### config.mk
export PLATFORM = sky130hd
export DESIGN_NAME = vlen_decoder
export DESIGN_NICKNAME = d
export VERILOG_FILES = /design/src/rtl/vld_pkg.sv /design/src/rtl/vld_short.sv /design/src/rtl/vld_long.sv /design/src/rtl/vlen_decoder.sv
export SDC_FILE = /design/constraint.sdc
export NUM_CORES = 1
export LEC_CHECK = 0
export ABC_AREA = 1
export CORE_MARGIN = 10
export CORE_UTILIZATION = 46
export DETAILED_ROUTE_END_ITERATION = 16
export PLACE_DENSITY = 0.88
export SLEW_MARGIN = 30
export SYNTH_ARGS = -nofsm -noshare
export SYNTH_HDL_FRONTEND = slang
export SYNTH_SLANG_ARGS = --single-unit
### constraint.sdc
create_clock -name clk -period 1.25 [get_ports clk]
set_input_delay 0.1875 -clock clk [delete_from_list [all_inputs] [get_ports clk]]
set_output_delay 0.1875 -clock clk [all_outputs]
set_load 0.02 [all_outputs]
### src/rtl/vld_pkg.sv
package vld_pkg;
  localparam int BYTE_W = 8;
  localparam int SEL_W  = 2;
  localparam int FN_W   = 4;
  localparam int CLS_W  = 4;
  localparam int LEN_W  = 2;

  typedef enum logic [CLS_W-1:0] {
    C_NONE  = 4'd0,  C_HALT  = 4'd1,  C_NOP   = 4'd2,  C_ALU2  = 4'd3,
    C_JALR  = 4'd4,  C_MOVE  = 4'd5,  C_ALU1  = 4'd6,  C_LDST  = 4'd7,
    C_BRNCH = 4'd8,  C_JUMP  = 4'd9,  C_ABSM  = 4'd10, C_ADDI  = 4'd11,
    C_ALUI  = 4'd12, C_LDLO  = 4'd13, C_LDHI  = 4'd14, C_MEMX  = 4'd15
  } cls_e;

  typedef struct packed {
    cls_e              cls;
    logic [SEL_W-1:0]  ra;
    logic [SEL_W-1:0]  rb;
    logic [FN_W-1:0]   fn;
    logic [BYTE_W-1:0] imm;
  } dec_t;
endpackage

### src/rtl/vld_short.sv
module vld_short
  import vld_pkg::*;
(
  input  logic [BYTE_W-1:0] op,
  output dec_t              d
);
  logic [SEL_W-1:0] fa, fb;
  assign fa = op[3:2];
  assign fb = op[1:0];

  always_comb begin
    d = '0;
    if (!op[7]) begin
      if (op == 8'h00)      d.cls = C_HALT;
      else if (op == 8'h10) d.cls = C_NOP;
      else begin
        d.cls = C_ALU2;
        d.fn  = {1'b0, op[6:4]};
        d.ra  = fa;
        d.rb  = fb;
      end
    end else if (op[6:4] == 3'b000) begin
      d.cls = (fa == fb) ? C_JALR : C_MOVE;
      d.ra  = fa;
      d.rb  = fb;
    end else if (op[6:4] == 3'b001) begin
      d.cls = C_ALU1;
      d.ra  = fa;
      d.fn  = {2'b00, op[1:0]};
    end else begin
      d.cls = C_LDST;
      d.fn  = {3'b000, op[4]};
      d.ra  = fa;
      d.rb  = fb;
    end
  end
endmodule

### src/rtl/vld_long.sv
module vld_long
  import vld_pkg::*;
(
  input  logic [BYTE_W-1:0] op,
  input  logic [BYTE_W-1:0] ext,
  output dec_t              d,
  output logic              bad
);
  logic [SEL_W-1:0] fa, fb;
  logic             same;
  assign fa   = op[3:2];
  assign fb   = op[1:0];
  assign same = (fa == fb);

  always_comb begin
    d   = '0;
    bad = 1'b0;
    unique case (op[5:4])
      2'b00, 2'b01: begin
        if (!same) begin
          d.cls = C_BRNCH;
          d.ra  = fa;
          d.rb  = fb;
          d.fn  = {2'b00, op[4], ext[7]};
          d.imm = {ext[6], ext[6:0]};
        end else if (op[4]) begin
          d.cls = C_ABSM;
          d.ra  = fa;
          d.fn  = {3'b000, ext[7]};
          d.imm = {ext[6:0], 1'b0};
        end else if (fa == 2'b00) begin
          d.cls = C_JUMP;
          d.imm = ext;
        end else begin
          bad = 1'b1;
        end
      end
      2'b10: begin
        d.ra = fa;
        unique case (fb)
          2'b00: begin d.cls = C_ADDI; d.imm = ext; end
          2'b01: begin
            d.cls = C_ALUI;
            d.fn  = ext[7:4];
            d.imm = {4'b0000, ext[3:0]};
          end
          2'b10: begin d.cls = C_LDLO; d.imm = ext; end
          default: begin d.cls = C_LDHI; d.imm = ext; end
        endcase
      end
      default: begin
        d.cls = C_MEMX;
        d.ra  = fa;
        d.rb  = fb;
        d.fn  = {1'b0, ext[7:5]};
        d.imm = {3'b000, ext[4:0]};
      end
    endcase
  end
endmodule

### src/rtl/vlen_decoder.sv
module vlen_decoder
  import vld_pkg::*;
(
  input  logic              clk,
  input  logic              rst,
  input  logic [BYTE_W-1:0] op_byte,
  input  logic [BYTE_W-1:0] ext_byte,
  input  logic              ext_valid,
  output logic [CLS_W-1:0]  cls_o,
  output logic [SEL_W-1:0]  ra_o,
  output logic [SEL_W-1:0]  rb_o,
  output logic [FN_W-1:0]   fn_o,
  output logic [BYTE_W-1:0] imm_o,
  output logic [LEN_W-1:0]  len_o,
  output logic              incomplete_o,
  output logic              illegal_o
);
  dec_t d_short, d_long, d_next, d_q;
  logic bad_long, two_byte;
  logic inc_next, ill_next;
  logic [LEN_W-1:0] len_next;
  logic [LEN_W-1:0] len_q;
  logic inc_q, ill_q;

  vld_short u_short (.op(op_byte), .d(d_short));
  vld_long  u_long  (.op(op_byte), .ext(ext_byte), .d(d_long), .bad(bad_long));

  assign two_byte = (op_byte[7:6] == 2'b11);
  assign len_next = two_byte ? LEN_W'(2) : LEN_W'(1);

  always_comb begin
    d_next   = '0;
    inc_next = 1'b0;
    ill_next = 1'b0;
    if (!two_byte)      d_next   = d_short;
    else if (bad_long)  ill_next = 1'b1;
    else if (!ext_valid) inc_next = 1'b1;
    else                d_next   = d_long;
  end

  always_ff @(posedge clk) begin
    if (rst) begin
      d_q   <= '0;
      len_q <= '0;
      inc_q <= 1'b0;
      ill_q <= 1'b0;
    end else begin
      d_q   <= d_next;
      len_q <= len_next;
      inc_q <= inc_next;
      ill_q <= ill_next;
    end
  end

  assign cls_o        = d_q.cls;
  assign ra_o         = d_q.ra;
  assign rb_o         = d_q.rb;
  assign fn_o         = d_q.fn;
  assign imm_o        = d_q.imm;
  assign len_o        = len_q;
  assign incomplete_o = inc_q;
  assign illegal_o    = ill_q;

  p_halt_r3: assert property (@(posedge clk) disable iff (rst)
    (!$past(rst) && $past(op_byte) == 8'h00) |-> cls_o == C_HALT);

  p_alias_r4: assert property (@(posedge clk) disable iff (rst)
    (!$past(rst) && $past(op_byte[7:4]) == 4'b1000 &&
     $past(op_byte[3:2]) == $past(op_byte[1:0])) |-> cls_o == C_JALR);

  p_wait_r11: assert property (@(posedge clk) disable iff (rst)
    (!$past(rst) && !$past(ext_valid) && $past(op_byte[7:5]) == 3'b111)
      |-> (incomplete_o && cls_o == C_NONE));

  p_len_r10: assert property (@(posedge clk) disable iff (rst)
    (incomplete_o || illegal_o) |-> len_o == LEN_W'(2));

  p_excl_r12: assert property (@(posedge clk) disable iff (rst)
    illegal_o |-> (!incomplete_o && cls_o == C_NONE && imm_o == '0));
endmodule

==> results by group <==
Run status
  • Status: finished clean

Final layout
  • Nets: approximately 320
  • Fill cell count: approximately 230
  • Antenna cells: 0
  • Core Util, Final: around three quarters
  • Post-route cell area: around 2200 sq um
  • Layout cell share with drive strength beyond 1: about 25%
  • Synthesis-to-finish area growth: 57.1%

STA
  • Max-slew violation count: 0
  • Fmax: ~850 MHz
  • Slew margin rel.: between 80% and 90%
  • Measured slew at the worst slew-check pin: 0.238 ns
  • Hold_ws: ~0.13 ns
  • Tcrit/Tclk final: between 90% and 100%
  • RSZ-0062 raised after global routing: no
  • Min setup slack post-route: between 0.06 and 0.07 ns
  • Crit path time final: roughly 1.2 ns
  • Final Hold Fails: 0
  • Final setup fails: 0

Drt
  • Routed len/inst: between 10 and 15 microns
  • WL final: about 4.2 mm
  • Vias per std cell: a little over 5
  • Drt first-iter violations: between 100 and 150
  • Total number of vias: 1628
  • Initial DRT Pass Iterations: 5
  • Final ANT Viol Nets: 0
  • DRC viols: 0

Placement
  • Detailed placement HPWL: roughly 3.5 mm
  • Placed cell areas: approximately 2100 sq um
  • Setup WS pre-CTS: -0.520 ns
  • GPL Wtd Cong: 0.912
  • PortBufs: 42

Worst setup path
  • Crit Path Class: reg -> out
  • Slowest stage delay, CP: 0.34 ns
  • CP required: between 1 and 1.5 ns
  • CP Data Arrival Time: between 0.9 and 1 ns
  • Cells along the critical path: dlygate4sd2_1
  • Critical Path End Type: primary output
  • Slowest cell on crit path: dfxtp_1
  • Crit path from: cls_o[0]
  • Critical Path Start Type: flop
  • Crit-path max FO: 1
  • CP top delay family: flip-flops
  • Buf/Inv on CP: 1

Logic synthesis
  • Mapped Cells: between 200 and 250
  • Mapped cell area: 1370 sq um
  • Mean Syn Cell Area: between 6 and 7 sq um
  • Sequential fraction of the synthesis area: 35.1%
  • Cell taking the most area after synthesis: dfxtp_1
  • Synth top area cells: dfxtp_1 35%, nand2_1 16%, a21oi_1 7.7%
  • Unique masters post-synth: 21
  • #FFs+latches synth: 24
  • Syn_nets: about 230
  • Synth Warn #: 0
  • Synth top area share: 35.1%

Power and ir drop
  • Cell Pwr Density: 795 nW/um^2
  • Net Switching: 0.000511 W
  • P_int: approximately 0.0012 W
  • Design Power: around 0.0017 W
  • Sequential Power Share: approximately 47%
  • Net Sw Frac: ~30%
  • Max rail drop VDD: just over 0.5 mV
  • Logic pwr share: just under 30%
  • Clock network fraction of total power: 23.6%
  • Leak: 1.18 nW

Clock tree
  • Clock tree from TritonCTS: yes
  • Sink Count: 24
  • H-tree depth: 1
  • Num CTS Buffers: 3
  • Hold-fix buffers, CTS: 0
  • Max clock buf depth: 2
  • CTS Root Cell: clkbuf_4
  • Clock slew at reported path FFs: between 0.1 and 0.15 ns

GRT
  • Global-route wire length before repair: around 7 mm
  • Met1 global-route usage: between 15 and 20%
  • GR Layer Usage met3: between 1.5 and 2%
  • All-Layer GR Usage: between 15 and 20%
  • Met2 Use GR: 27.9%
  • Initial antenna violation count: 0
  • Largest net degree at the start of global routing: 14
  • Vias in the first global route: 1577
  • GRT overflow: 0
  • Most used routing layer in global routing: met2

Min path
  • Worst Hold Launch: op_byte[1]
  • Worst Hold Endpoint: rb_o[1]
  • Hold Crit Class: in -> reg
  • Hold Path Depth: 3

Floorplanning
  • Core area: 2810 sq um
  • Initial Util: between 40 and 50%
  • Io pins: 43
  • Die Span Y: about 75 microns
  • Die Area: around 5600 sq um
  • Row Count: 19
  • Die X: roughly 75 microns

Job
  • Max_cap viols: 0
[metal layers]
metal,up-vias,part of all wire (%)
met1,719,41
met2,71,50
met5,-,0
met4,0,1.2
li1,832,-
met3,6,7.6
[per-stage QoR]
step	setup TNS [ns]	instances
floorplan	0	207
global placement	-8.83	318
detailed placement	-9.69	318
CTS	0	322
global route	0	323
finish	0	323
[cells in the final DEF (no fill, tap or decap), drive strengths merged]
cell type | synthesis | layout
nor3 | 6 | 6
clkdlybuf4s50 | 0 | 12
nand3 | 14 | 14
clkbuf | 1 | 5
buf | 2 | 42
o21ai | 10 | 10
or2 | 2 | 2
ha | 5 | 5
inv | 28 | 28
dlymetal6s2s | 0 | 1
a21oi | 21 | 21
nand2 | 66 | 66
o211ai | 1 | 1
nor2 | 23 | 23
dlygate4sd2 | 0 | 27
dfxtp | 24 | 24
nand4 | 4 | 4
clkdlybuf4s15 | 0 | 1
[flip-flops by register name, summed over array words and instances (netlist names)]
name,count
cls_o,4
fn_o,4
illegal_o,1
imm_o,8
incomplete_o,1
len_o,2
ra_o,2
rb_o,2
[power groups by stage]
stage	registers, W	clock network (W)	logic (W)
after global placement	0.000818	0	0.000511
after CTS	0.000800	0.000420	0.000500
after global routing	0.000803	0.000440	0.000560
after detailed placement	0.000818	0	0.000518
after floorplan	0.000855	0	0.000196
final	0.000799	0.000403	0.000508
[synthesized netlist by cell type (all sizes together)]
cell type	number
nand2	66
inv	28
dfxtp	24
nor2	23
a21oi	21
nand3	14
o21ai	10
nor3	6
ha	5
nand4	4
buf	2
or2	2
clkbuf	1
o211ai	1
[area by class of cell]
cell class,instances,area [sq um],area share (%)
Clock buffer,4,36.3,1.69
Inverter,28,105,4.89
Multi-Input combinational cell,152,791,36.8
Sequential cell,24,480,22.3
Tap cell,31,38.8,1.80
Timing Repair Buffer,84,699,32.5
[how the worst max path moves through the flow]
stage,to,slack (ns),cells past startpoint
finish,cls_o[0],0.07,1
global route,cls_o[0],0.01,1
CTS,imm_o[6],0.04,9
detailed placement,cls_o[0],-0.52,8
global placement,cls_o[0],-0.47,8
floorplan,cls_o[0],0.09,7
[cell families (layout without fill, tap and decap cells)]
| logic type | Yosys count | in the layout | share of synthesized area [%] |
|---|---|---|---|
| and+or+nand+nor | 115 | 115 | 39.3 |
| adders and majority gates | 5 | 5 | 4.57 |
| DFF | 24 | 24 | 35.1 |
| buffers and inverters | 31 | 116 | 9.14 |
| AOI/OAI and AO/OA | 32 | 32 | 11.9 |
[repair_timing]
item,in CTS,in global routing
setup buffers,0,1
pin swaps,3,2
endpoints found under the setup margin,45,15
resized for setup,34,8
(Power assumes the default switching activity.)
